`src/rtl/toggle_cov_mon.sv`:
```
module toggle_cov_mon #(
  parameter int N  = 8,
  parameter int IW = (N > 1) ? $clog2(N) : 1
) (
  input  logic            clk,
  input  logic            rst_n,
  input  logic            clr,
  input  logic            smp_valid,
  input  logic [N-1:0]    smp_vec,
  input  logic [N-1:0]    in_mask,
  input  logic [N-1:0]    obs_mask,
  output logic            step_valid,
  output logic [2*N-1:0]  step_codes,
  output logic [IW-1:0]   step_var,
  output logic            proto_err,
  output logic            obs_err,
  output logic [N-1:0]    cov_flags,
  output logic            all_cov
);

  function automatic logic [2*N-1:0] low_bits();
    logic [2*N-1:0] m;
    m = '0;
    for (int i = 0; i < N; i++) m[2*i] = 1'b1;
    return m;
  endfunction
  localparam logic [2*N-1:0] LOW_MASK = low_bits();

  logic          have_prev;
  logic [N-1:0]  prev, rise_seen, fall_seen;
  logic [N-1:0]  diff, rise, fall, in_diff;
  logic [2*N-1:0] codes_nx;
  logic [IW-1:0] var_nx;
  logic          proto_nx, obs_nx, take;

  assign diff     = smp_vec ^ prev;
  assign rise     = smp_vec & ~prev;
  assign fall     = ~smp_vec & prev;
  assign in_diff  = diff & in_mask;
  assign proto_nx = (in_diff == '0) || ((in_diff & (in_diff - 1'b1)) != '0);
  assign obs_nx   = (diff & obs_mask) == '0;
  assign take     = smp_valid && !clr && have_prev;

  for (genvar g = 0; g < N; g++) begin : g_code
    assign codes_nx[2*g+1:2*g] = {fall[g], rise[g]};
  end

  always_comb begin
    var_nx = '0;
    for (int i = N - 1; i >= 0; i--)
      if (in_diff[i]) var_nx = IW'(i);
  end

  always_ff @(posedge clk or negedge rst_n) begin
    if (!rst_n) begin
      have_prev  <= 1'b0;
      prev       <= '0;
      rise_seen  <= '0;
      fall_seen  <= '0;
      step_valid <= 1'b0;
      step_codes <= '0;
      step_var   <= '0;
      proto_err  <= 1'b0;
      obs_err    <= 1'b0;
    end else if (clr) begin
      have_prev  <= 1'b0;
      rise_seen  <= '0;
      fall_seen  <= '0;
      step_valid <= 1'b0;
      step_codes <= '0;
      step_var   <= '0;
      proto_err  <= 1'b0;
      obs_err    <= 1'b0;
    end else begin
      step_valid <= take;
      if (smp_valid) begin
        have_prev <= 1'b1;
        prev      <= smp_vec;
      end
      if (take) begin
        step_codes <= codes_nx;
        step_var   <= var_nx;
        proto_err  <= proto_nx;
        obs_err    <= obs_nx;
        if (!proto_nx && !obs_nx) begin
          rise_seen <= rise_seen | rise;
          fall_seen <= fall_seen | fall;
        end
      end
    end
  end

  assign cov_flags = rise_seen & fall_seen;
  assign all_cov   = &cov_flags;

  initial begin

    n_range_chk: assert (N >= 2 && N <= 22);
  end


  clr_empties_chk: assert property (@(posedge clk) disable iff (!rst_n)
    clr |=> (!step_valid && cov_flags == '0));


  valid_after_sample_chk: assert property (@(posedge clk) disable iff (!rst_n)
    step_valid |-> $past(smp_valid));


  no_both_dirs_chk: assert property (@(posedge clk) disable iff (!rst_n)
    step_valid |-> ((step_codes & (step_codes >> 1) & LOW_MASK) == '0));


  var_moved_chk: assert property (@(posedge clk) disable iff (!rst_n)
    (step_valid && !proto_err) |-> (step_codes[2*step_var +: 2] != 2'b00));


  cov_sticky_chk: assert property (@(posedge clk) disable iff (!rst_n)
    !clr |=> ((cov_flags & $past(cov_flags)) == $past(cov_flags)));


  idle_hold_chk: assert property (@(posedge clk) disable iff (!rst_n)
    (!smp_valid && !clr) |=> (!step_valid && $stable(step_codes) && $stable(cov_flags)));

endmodule

```
`config.mk`:
```
export PLATFORM = sky130hd
export DESIGN_NAME = toggle_cov_mon
export DESIGN_NICKNAME = d
export VERILOG_FILES = /design/src/rtl/toggle_cov_mon.sv
export SDC_FILE = /design/constraint.sdc
export NUM_CORES = 1
export LEC_CHECK = 0
export BUFFER_PORTS_ARGS = -buffer_cell sky130_fd_sc_hd__buf_2
export CAP_MARGIN = 30
export CELL_PAD_IN_SITES_DETAIL_PLACEMENT = 0
export CELL_PAD_IN_SITES_GLOBAL_PLACEMENT = 1
export CORE_ASPECT_RATIO = 2
export CORE_UTILIZATION = 43
export CTS_CLUSTER_DIAMETER = 100
export DETAILED_ROUTE_END_ITERATION = 7
export GPL_TIMING_DRIVEN = 0
export PLACE_DENSITY = 0.94
export REMOVE_ABC_BUFFERS = 1
export SLEW_MARGIN = 20
export SYNTH_ARGS = -nofsm -noshare
export SYNTH_HDL_FRONTEND = slang
export SYNTH_SLANG_ARGS = --single-unit
```
`constraint.sdc`:
```
create_clock -name clk -period 3.5 [get_ports clk]
set_clock_uncertainty 0.1 [all_clocks]
set_input_delay 0.175 -clock clk [delete_from_list [all_inputs] [get_ports clk]]
set_output_delay 0.175 -clock clk [all_outputs]
set_load 0.1 [all_outputs]
```
==> results.md, run 1 <==
* Io pins at 59
* RSZ-0062 raised after global routing: false
* Max rail drop VDD at 300 uV
* Die X at 55.3 um
* H-tree levels at 2
* Crit path required time at 3.59 ns
* Slowest-stage cell, CP: dlygate4sd3_1
* Clk Latency, worst-skew pair at 0.30 ns
* Via/cell ratio at 5.11
* Average wire per standard cell at 13.7 um
* Die ar. at 6010 um^2
* Total of max-cap violations at 0
* CTS Buf Count at 5
* First-pass GRT wire length at 8620 um
* GRT Overall Usage at 0.185
* Final number of setup-violating endpoints at 0
* 1st-iter DRT viols at 30
* Primary FF master, synth: dfrtp_1
* Seq/Total Area, Yosys at 0.481
* Final instance area at 2910 um^2
* Share of post-route cells with drive strength above 1 at 0.267
* Hold path start: smp_vec[6]
* Worst Setup End Kind: register
* Netlist Area Pre-Place at 2440 um^2
* # placed instances at 372
* YS warnings at 0
* Root Driver: clkbuf_8
* Post-synth EDFFs at 0
* Slew Limit Headroom at 0.528
* Final Power at 1.24 mW
* Minimum clock period at 2.17 ns
* Clock Sink Count at 47
* Crit Path Max Fanout at 24
* Pleak at 1.51 nW
* Worst Setup SP: smp_valid
* CTS tree: done
* DR vias at 1952
* Family with the most delay on the worst path: buffers and inverters
* # fillers at 519
* CP startpoint kind: input port
* Crit path buffers/inverters at 3
* Critical-path cell list: dlygate4sd3_1, buf_2, nor2b_1, nand2_2, inv_2, nor2_1, nand2_1, nand2_1
* Ant. Diodes at 0
* Max Freq at 0.461 GHz
* Commonest non-fill, non-tap cell in the layout: buf_2
* DRT antenna net count at 0
* Gpl congestion at 0.881
* Avg Inst Size Synth at 9.33 um^2
* Core Rows at 38
* Final Hold Viols at 0
* Global route overflow at 0
* Worst-margin pin slew at 0.707 ns
* Most frequent cells in the layout: buf_2 (58), nand2_1 (53), dfrtp_1 (47)
* Port Buf Inserts at 58
* Initial antenna violation count at 0
* WS Path Type: input port to register
* Core Region at 5470 um^2
* Initial core utilization at 0.447
* Post-synth ARST share at 1.00
* Pre-antenna DRT Iters at 4
* Area delta synth->final at 19.0%
* Max-slew violation count at 0
* Final period util at 0.620
* Worst path max stage delay at 0.53 ns
* Pwr dens at 428 nW/um^2
* Max Buffers Root-to-Sink at 2
* Worst EP arrival at 2.26 ns
* Vias in the first global route at 1926
* Placed cell areas at 2790 um^2
* Top-area cell type share of the netlist area at 0.481
* RR Startpoint: prev[1]$_DFFE_PN0P_
* Final #Nets at 365
* Mapped Cells at 262
* Post-Layout Cell Count at 382
* Area leader, netlist: dfrtp_1
* CP dominant cell by count: nand2_1
* Unique cell type count in the Yosys netlist at 35
* Clk slew on worst S/H paths at 0.08 ns
* Top post-synthesis cells by area: dfrtp_1 (48%), ha_1 (8.2%), nand2_1 (8.1%)
* Post-route DRC at 0
* Final WL at 5240 um
* Util after Layout at 0.532
* Die height at 109 um
* Final hold slack at 0.0117 ns
* Status: finished, final reports clean
* Hold Crit Class: input port to register
* Largest net degree at the start of global routing at 36
* Number of setup buffers added after CTS at 0
* Flops & latches, synth at 47
* Post-DP HPWL at 4070 um
[stage by stage]
stage	TNS (ns)	worst slack (ns)
after floorplan	-1.50	-1.50
after global placement	0	0.460
after detailed placement	0	1.18
after CTS	0	1.31
after global routing	0	1.16
final	0	1.33
[layout make-up]
class,count,area (um^2),area share
tap,60,75.1,0.0258
sequential,47,1180,0.404
clock buffer,8,100,0.0344
inverter,41,154,0.0529
timing repair buffer,62,345,0.119
multi-input combinational,164,1060,0.364
[path summary, 6_finish.rpt]
kind | endpoint | slack (ns) | cells past startpoint
max | step_codes[0]$_DFFE_PN0P_ | 1.33 | 8
min | prev[6]$_DFFE_PN0P_ | 0.01 | 3
max reg2reg | rise_seen[2]$_DFFE_PN0P_ | 1.39 | 6
min reg2reg | step_codes[2]$_DFFE_PN0P_ | 0.37 | 2
max in group asynchronous | step_codes[2]$_DFFE_PN0P_ | 2.47 | 3
min in group asynchronous | prev[0]$_DFFE_PN0P_ | 0.31 | 2
[state kept, by name, indices dropped and copies added (netlist names)]
register / cells
step_codes: 16
fall_seen: 8
prev: 8
rise_seen: 8
step_var: 3
have_prev: 1
obs_err: 1
proto_err: 1
step_valid: 1
[routing by layer]
metal  part of all wire  vias to the layer above  track usage
li1                   -                      969            -
met1               0.37                      927        0.199
met2               0.57                       50        0.349
met3              0.038                        6       0.0332
met4              0.019                        0       0.0786
met5                  0                        -            0
[power breakdown]
part | switching (mW) | internal [mW] | leakage, nW | total [mW]
registers | 0.0129 | 0.568 | 0.638 | 0.581
clock network | 0.173 | 0.180 | 0.0515 | 0.353
logic | 0.208 | 0.102 | 0.818 | 0.310
[synthesized netlist by cell type (2+ instances only)]
library cell	number
buf_4	2
nand4_1	2
buf_2	3
dfrtp_1	47
o211ai_1	2
nand2b_2	2
clkbuf_1	4
o22ai_1	10
o21ai_0	12
nor2b_1	2
nand2b_1	4
o22ai_2	10
a31oi_1	3
inv_1	40
nand2b_4	2
a21oi_1	13
nand2_1	53
nand3_1	6
ha_1	16
nand3b_1	4
nor2_1	11
[tightest hold or removal path, cell delays in order]
cell,delay [ns]
buf_2,0.10
nand2_1,0.04
o21ai_0,0.06
[logic make-up (layout without fill, tap and decap cells)]
family / after synthesis / count (layout) / synth area share
simple gates: 92 / 92 / 0.187
compound gates: 55 / 55 / 0.159
buf+inv: 51 / 111 / 0.0860
flops: 47 / 47 / 0.481
fa+ha+maj: 16 / 16 / 0.0819
mux: 1 / 1 / 0.00410
[timing repair]
action,CTS,global route
endpoints found under the hold margin,23,0
resized for setup,0,0
hold buffers,2,0
Power figures use the tool's default switching activity.
==> run 2, diff against run 1 <==
Settings changed: ABC_AREA from default to 1, CORE_UTILIZATION 43 to 40, PLACE_DENSITY 0.94 to 0.9.
Clock period 3.5 ns to 2.1 ns, I/O delays scaled along.
==> run 2 against run 1 <==
Against the previous run: die area is 13% higher; utilization is 0.20 points lower; sequential power is 67% higher; global-route usage is 0.37 points lower; power is 96% higher; setup slack worse by 1.2 ns; design area is 14% higher; combinational power is 110% higher; critical path depth is 4 higher; area after synthesis is 5.9% higher; sequential cell count stayed put.
==> results.md, run 2 <==
* Status: finished, final reports clean (unchanged)
* RR Startpoint: prev[1]$_DFFE_PN0P_ (unchanged)
* Final instance area at 3320 um^2 (was 2910 um^2)
* CP dominant cell by count: nand2_1 (unchanged)
* Commonest non-fill, non-tap cell in the layout: inv_1 (was buf_2)
* Core Region at 6260 um^2 (was 5470 um^2)
* First-pass GRT wire length at 9290 um (was 8620 um)
* Clock Sink Count at 47 (unchanged)
* Share of post-route cells with drive strength above 1 at 0.314 (was 0.267)
* Family with the most delay on the worst path: simple AND/OR/NAND/NOR gates (was buffers and inverters)
* Adder-Cell Fraction of Synth Area at 0.0773 (was 0.0819)
* Die ar. at 6820 um^2 (was 6010 um^2)
* Worst-margin pin slew at 0.548 ns (was 0.707 ns)
* Pre-antenna DRT Iters at 4 (unchanged)
* Hold path start: smp_valid (was smp_vec[6])
* Top post-synthesis cells by area: dfrtp_1 (45%), inv_1 (10%), nand2_1 (9.0%) (was dfrtp_1 (48%), ha_1 (8.2%), nand2_1 (8.1%))
* Die height at 116 um (was 109 um)
* Slew Limit Headroom at 0.635 (was 0.528)
* Flops & latches, synth at 47 (unchanged)
* Worst EP arrival at 2.11 ns (was 2.26 ns)
* Top-area cell type share of the netlist area at 0.454 (was 0.481)
* Hold Crit Class: input port to register (unchanged)
* Die X at 58.9 um (was 55.3 um)
* DP Worst Slack at -0.221 ns (was 1.18 ns)
* Global route overflow at 0 (unchanged)
* Hold EP: have_prev$_DFFE_PN0P_ (was prev[6]$_DFFE_PN0P_)
* Average wire per standard cell at 12.4 um (was 13.7 um)
* # fillers at 633 (was 519)
* Max Freq at 0.502 GHz
* Final WL at 5760 um (was 5240 um)
* Post-synth EDFFs at 0 (unchanged)
* Primary FF master, synth: dfrtp_1 (unchanged)
* FF+latch area at 1180 um^2 (unchanged)
* 1st-iter DRT viols at 46 (was 30)
* Netlist Area Pre-Place at 2590 um^2 (was 2440 um^2)
* Crit path buffers/inverters at 2 (was 3)
* Most frequent cells after synthesis: inv_1 (71), nand2_1 (62), dfrtp_1 (47), o21ai_0 (27), ha_1 (16) (was nand2_1 (53), dfrtp_1 (47), inv_1 (40), ha_1 (16), a21oi_1 (13))
* Most flop-heavy register: step_codes (unchanged)
* Crit path required time at 2.22 ns (was 3.59 ns)
* DR vias at 2117 (was 1952)
* Post-DP HPWL at 4160 um (was 4070 um)
* Hold Path Depth at 3 (unchanged)
* Unique cell type count in the Yosys netlist at 26 (was 35)
* Total of max-cap violations at 0 (unchanged)
* Final number of setup-violating endpoints at 0 (unchanged)
* Most common cell in the netlist: inv_1 (was nand2_1)
* Worst Setup End Kind: register (unchanged)
* Area delta synth->final at 28.1% (was 19.0%)
* Core Rows at 41 (was 38)
* Clk slew on worst S/H paths at 0.06 ns (was 0.08 ns)
* WS Path Type: register to register (was input port to register)
* Max Buffers Root-to-Sink at 2 (unchanged)
* Simple-gate area share of the yosys netlist at 0.202 (was 0.187)
* Io pins at 59 (unchanged)
* H-tree levels at 2 (unchanged)
* Reg2reg setup slack at 0.11 ns (was 1.39 ns)
* Worst path max stage delay at 0.38 ns (was 0.53 ns)
* Max rail drop VDD at 347 uV (was 300 uV)
* GRT Overall Usage at 0.182 (was 0.185)
* CTS Buf Count at 5 (unchanged)
* Multi-input gate area at 1100 um^2 (was 1060 um^2)
* Final Power at 2.44 mW (was 1.24 mW)
* Complex-gate fraction of the synthesized area at 0.125 (was 0.159)
* Initial core utilization at 0.414 (was 0.447)
* DRT antenna net count at 0 (unchanged)
* Mapped Cells at 310 (was 262)
* Minimum clock period at 1.99 ns
* Final period util at 0.948
* Initial antenna violation count at 0 (unchanged)
* Largest family of logic cells by synthesized area: simple AND/OR/NAND/NOR gates (unchanged)
* Final WS setup at 0.109 ns (was 1.33 ns)
* Final #Nets at 422 (was 365)
* Via/cell ratio at 4.55 (was 5.11)
* CTS tree: done (unchanged)
* Slowest-stage cell, CP: dfrtp_1 (was dlygate4sd3_1)
* Crit Path Max Fanout at 8 (was 24)
* Most frequent cells in the layout: inv_1 (70), nand2_1 (61), buf_2 (56) (was buf_2 (58), nand2_1 (53), dfrtp_1 (47))
* Post-synthesis mux area share at 0 (was 0.00410)
* Largest net degree at the start of global routing at 27 (was 36)
* Gpl congestion at 0.768 (was 0.881)
* Reg2reg end: fall_seen[3]$_DFFE_PN0P_ (was rise_seen[2]$_DFFE_PN0P_)
* Seq/Total Area, Yosys at 0.454 (was 0.481)
* Pwr dens at 736 nW/um^2 (was 428 nW/um^2)
* Post-route DRC at 0 (unchanged)
* Clk Latency, worst-skew pair at 0.29 ns (was 0.30 ns)
* Max FFs per register at 16 (unchanged)
* Max-slew violation count at 0 (unchanged)
* Final hold slack at 0.0560 ns (was 0.0117 ns)
* Area leader, netlist: dfrtp_1 (unchanged)
* CP startpoint kind: register (was input port)
* Ant. Diodes at 0 (unchanged)
* Synth Area in XOR/XNOR at 0 (unchanged)
* Port Buf Inserts at 58 (unchanged)
* Avg Inst Size Synth at 8.35 um^2 (was 9.33 um^2)
* Post-synth ARST share at 1.00 (unchanged)
* YS warnings at 0 (unchanged)
* Pleak at 1.74 nW (was 1.51 nW)
* Critical-path cell list: ha_1, inv_2, nand2_2, nand2_2, nor2_4, nand2_1, nand2_1, nand2_1, nor2_4, buf_6, nand3_1, a21oi_2 (was dlygate4sd3_1, buf_2, nor2b_1, nand2_2, inv_2, nor2_1, nand2_1, nand2_1)
* Vias in the first global route at 2074 (was 1926)
* Worst reg-to-reg path cell count at 12 (was 6)
* Root Driver: clkbuf_16 (was clkbuf_8)
* Placed cell areas at 2950 um^2 (was 2790 um^2)
* Final Hold Viols at 0 (unchanged)
[run 2: worst max path at each step]
stage / start / to / slack, ns / cells past startpoint
2_1_floorplan: fall_seen[1]$_DFFE_PN0P_ / all_cov / -0.55 / 4
3_3_place_gp: clr / fall_seen[0]$_DFFE_PN0P_ / -0.18 / 8
3_5_place_dp: clr / fall_seen[0]$_DFFE_PN0P_ / -0.22 / 8
4_1_cts: smp_vec[4] / fall_seen[3]$_DFFE_PN0P_ / 0.01 / 11
5_1_grt: prev[1]$_DFFE_PN0P_ / fall_seen[3]$_DFFE_PN0P_ / -0.004 / 12
6_report: prev[1]$_DFFE_PN0P_ / fall_seen[3]$_DFFE_PN0P_ / 0.11 / 12
[run 2: layer usage]
metal / routed length [um] / vias to the layer above / GRT usage
li1: - / 1075 / -
met1: 2250 / 987 / 0.197
met2: 3180 / 44 / 0.332
met3: 178 / 11 / 0.0268
met4: 157 / 0 / 0.0889
met5: 0 / - / 0
[run 2: cell families (layout without fill, tap and decap cells)]
logic type | Yosys count | in the layout
adders and majority gates | 16 | 16
and+or+nand+nor | 103 | 103
DFF | 47 | 47
AOI/OAI and AO/OA | 53 | 53
buffers and inverters | 91 | 160
[run 2: power by group]
part | switching (mW) | total [mW] | internal [mW]
registers | 0.0235 | 0.970 | 0.946
logic | 0.426 | 0.638 | 0.212
clock network | 0.325 | 0.832 | 0.507
[run 2: area by class of cell]
cell class              count  area share
clock buffers               8      0.0472
multi-input cells         172       0.332
inverters                  82      0.0928
well taps                  86      0.0325
repair buffers             70       0.141
flip-flops and latches     47       0.355
[run 2: timing repair]
action                                  4_1_cts  5_1_grt
gates resized for setup                       0       16
cloned                                        0        1
pin swaps                                     1        3
hold endpoints to repair                     29        0
buffers inserted                              2        1
endpoints found under the setup margin       16       17
hold buffers                                  9        0
[run 2: through the flow]
step           utilization  TNS [ns]  cells
2_1_floorplan            -    -0.554    301
3_3_place_gp         0.468     -2.51    445
3_5_place_dp         0.471     -3.15    446
4_1_cts              0.513         0    465
5_1_grt              0.530  -0.00402    465
6_report             0.530         0    465
[run 2: worst reg2reg max path: stages, from the launching register on]
cell,delay [ns]
dfrtp_1,0.38
ha_1,0.34
inv_2,0.05
nand2_2,0.06
nand2_2,0.10
nor2_4,0.11
nand2_1,0.06
nand2_1,0.05
nand2_1,0.08
nor2_4,0.19
buf_6,0.17
nand3_1,0.10
a21oi_2,0.14
==> run 3, diff against run 2 <==
Settings changed: CTS_BUF_LIST from default to sky130_fd_sc_hd__clkbuf_16.
==> run 3 against run 2 <==
Against the previous run: global-route usage down 0.21 points; sequential cell count is the same; fmax is 2.2% higher; setup slack better by 0.042 ns; combinational power decreased by 9.7%; die area is the same; worst hold slack worse by 0.037 ns; clock power is 10% lower; first-iteration DRC count decreased by 6.5%; largest power group unchanged.
==> results.md, run 3 (synthesis results as in run 2) <==
* Status: finished, final reports clean (unchanged)
* Placed cell areas at 2950 um^2 (unchanged)
* Average wire per standard cell at 11.9 um (was 12.4 um)
* CP startpoint kind: register (unchanged)
* Gpl congestion at 0.768 (unchanged)
* Die height at 116 um (unchanged)
* Worst path max stage delay at 0.39 ns (was 0.38 ns)
* Crit Path Max Fanout at 9 (was 8)
* Clock Sink Count at 47 (unchanged)
* Vias in the first global route at 2066 (was 2074)
* Largest net degree at the start of global routing at 27 (unchanged)
* Die ar. at 6820 um^2 (unchanged)
* Max Buffers Root-to-Sink at 2 (unchanged)
* Total of max-cap violations at 0 (unchanged)
* CTS Buf Count at 5 (unchanged)
* Global route overflow at 0 (unchanged)
* Ant. Diodes at 0 (unchanged)
* WS Path Type: register to register (unchanged)
* Root Driver: clkbuf_16 (unchanged)
* Final #Nets at 425 (was 422)
* Port Buf Inserts at 58 (unchanged)
* Most frequent cells in the layout: inv_1 (72), nand2_1 (62), buf_2 (58) (was inv_1 (70), nand2_1 (61), buf_2 (56))
* Die X at 58.9 um (unchanged)
* H-tree levels at 2 (unchanged)
* Share of post-route cells with drive strength above 1 at 0.298 (was 0.314)
* DRT antenna net count at 0 (unchanged)
* Max rail drop VDD at 348 uV (was 347 uV)
* Worst-margin pin slew at 0.533 ns (was 0.548 ns)
* # fillers at 646 (was 633)
* 1st-iter DRT viols at 43 (was 46)
* DR vias at 2119 (was 2117)
* Final number of setup-violating endpoints at 0 (unchanged)
* Max Freq at 0.513 GHz (was 0.502 GHz)
* First-pass GRT wire length at 9240 um (was 9290 um)
* Slew Limit Headroom at 0.644 (was 0.635)
* Worst EP arrival at 2.06 ns (was 2.11 ns)
* Final Hold Viols at 0 (unchanged)
* Clk slew on worst S/H paths at 0.06 ns (about the same)
* Slowest-stage cell, CP: dfrtp_1 (unchanged)
* Post-route DRC at 0 (unchanged)
* Pre-antenna DRT Iters at 4 (unchanged)
* Util after Layout at 0.516 (was 0.530)
* Via/cell ratio at 4.53 (was 4.55)
* Worst Setup End Kind: register (unchanged)
* Final instance area at 3230 um^2 (was 3320 um^2)
* Final period util at 0.928 (was 0.948)
* Hold Crit Class: input port to register (unchanged)
* Most flop-heavy register: step_codes (unchanged)
* Io pins at 59 (unchanged)
* Max-slew violation count at 0 (unchanged)
* Final Power at 2.29 mW (was 2.44 mW)
* Pleak at 1.71 nW (was 1.74 nW)
* Area delta synth->final at 24.7% (was 28.1%)
* Commonest non-fill, non-tap cell in the layout: inv_1 (unchanged)
* CP dominant cell by count: nand2_1 (unchanged)
* GRT Overall Usage at 0.180 (was 0.182)
* Final hold slack at 0.0191 ns (was 0.0560 ns)
* Post-DP HPWL at 4160 um (unchanged)
* Core Region at 6260 um^2 (unchanged)
* Max FFs per register at 16 (unchanged)
* Minimum clock period at 1.95 ns (was 1.99 ns)
* RSZ-0062 raised after global routing: true
* CTS tree: done (unchanged)
* Core Rows at 41 (unchanged)
* Critical-path cell list: ha_1, inv_2, nand2_2, nand2_1, clkinv_1, nand2_1, nand2_1, nand2_1, nand2_1, nor2_4, buf_4, nand3_1, a21oi_1 (was ha_1, inv_2, nand2_2, nand2_2, nor2_4, nand2_1, nand2_1, nand2_1, nor2_4, buf_6, nand3_1, a21oi_2)
* Final WL at 5580 um (was 5760 um)
* Pwr dens at 710 nW/um^2 (was 736 nW/um^2)
* Initial antenna violation count at 0 (unchanged)
* Clk Latency, worst-skew pair at 0.29 ns (about the same)
* Crit path required time at 2.21 ns (was 2.22 ns)
* Initial core utilization at 0.414 (unchanged)
-- run 3: cell count changes in the layout (fill, tap and decap cells not counted), sizes merged --
cell	before	now
buf	60	64
inv	81	82
dlygate4sd3	7	9
dlymetal6s4s	2	0
clkinv	1	3
clkbuf	9	5
-- run 3: stage by stage --
step	std cells	setup WS (ns)	setup TNS [ns]
floorplan	301	-0.554	-0.554
global placement	445	-0.180	-2.51
detailed placement	446	-0.221	-3.15
CTS	465	0.0158	0
global route	468	-0.0142	-0.0314
finish	468	0.151	0
-- run 3: metal layers --
layer,vias up,part of all wire,track usage
met1,988,0.40,0.197
li1,1077,-,-
met2,44,0.54,0.330
met5,-,0,0
met3,10,0.030,0.0268
met4,0,0.025,0.0794
-- run 3: worst paths after layout --
check,startpoint,endpoint,slack (ns),cells after the start
max in group asynchronous,rst_n,step_codes[7]$_DFFE_PN0P_,1.15,3
worst min-delay path,smp_valid,have_prev$_DFFE_PN0P_,0.02,3
min in group asynchronous,rst_n,prev[6]$_DFFE_PN0P_,0.23,2
worst max register to register,prev[6]$_DFFE_PN0P_,fall_seen[5]$_DFFE_PN0P_,0.15,13
worst min register to register,fall_seen[4]$_DFFE_PN0P_,fall_seen[4]$_DFFE_PN0P_,0.42,2
worst max-delay path,prev[6]$_DFFE_PN0P_,fall_seen[5]$_DFFE_PN0P_,0.15,13
-- run 3: cell type report --
type / count / area [um^2] / area share
clock inverter: 3 / 11.3 / 0.00349
inverter: 82 / 308 / 0.0953
sequential: 47 / 1180 / 0.364
timing repair buffer: 73 / 450 / 0.140
clock buffer: 5 / 125 / 0.0388
multi-input combinational: 172 / 1050 / 0.325
tap: 86 / 108 / 0.0333
-- run 3: power by group --
part	total [mW]	internal [mW]	leakage (nW)	switching (mW)
Clock	0.749	0.429	0.0701	0.320
Combinational	0.576	0.170	1.01	0.406
Sequential	0.968	0.946	0.638	0.0216
Total	2.29	1.55	1.71	0.747
-- run 3: what timing repair did --
item | 4_1_cts | 5_1_grt
buffers inserted | 2 | 3
setup endpoints to repair | 16 | 16
hold endpoints to repair | 29 | 0
gates resized for setup | 0 | 1
hold buffers | 9 | 0
pin swaps | 1 | 0
-- run 3: critical path, delay by kind of cell (launching register included) --
kind | cells | cell delay (ns)
adder cells (fa/ha/maj) | 1 | 0.30
AND/OR/NAND/NOR | 8 | 0.62
buffers and inverters | 3 | 0.34
flip-flops | 1 | 0.39
AO/OA/AOI/OAI | 1 | 0.13
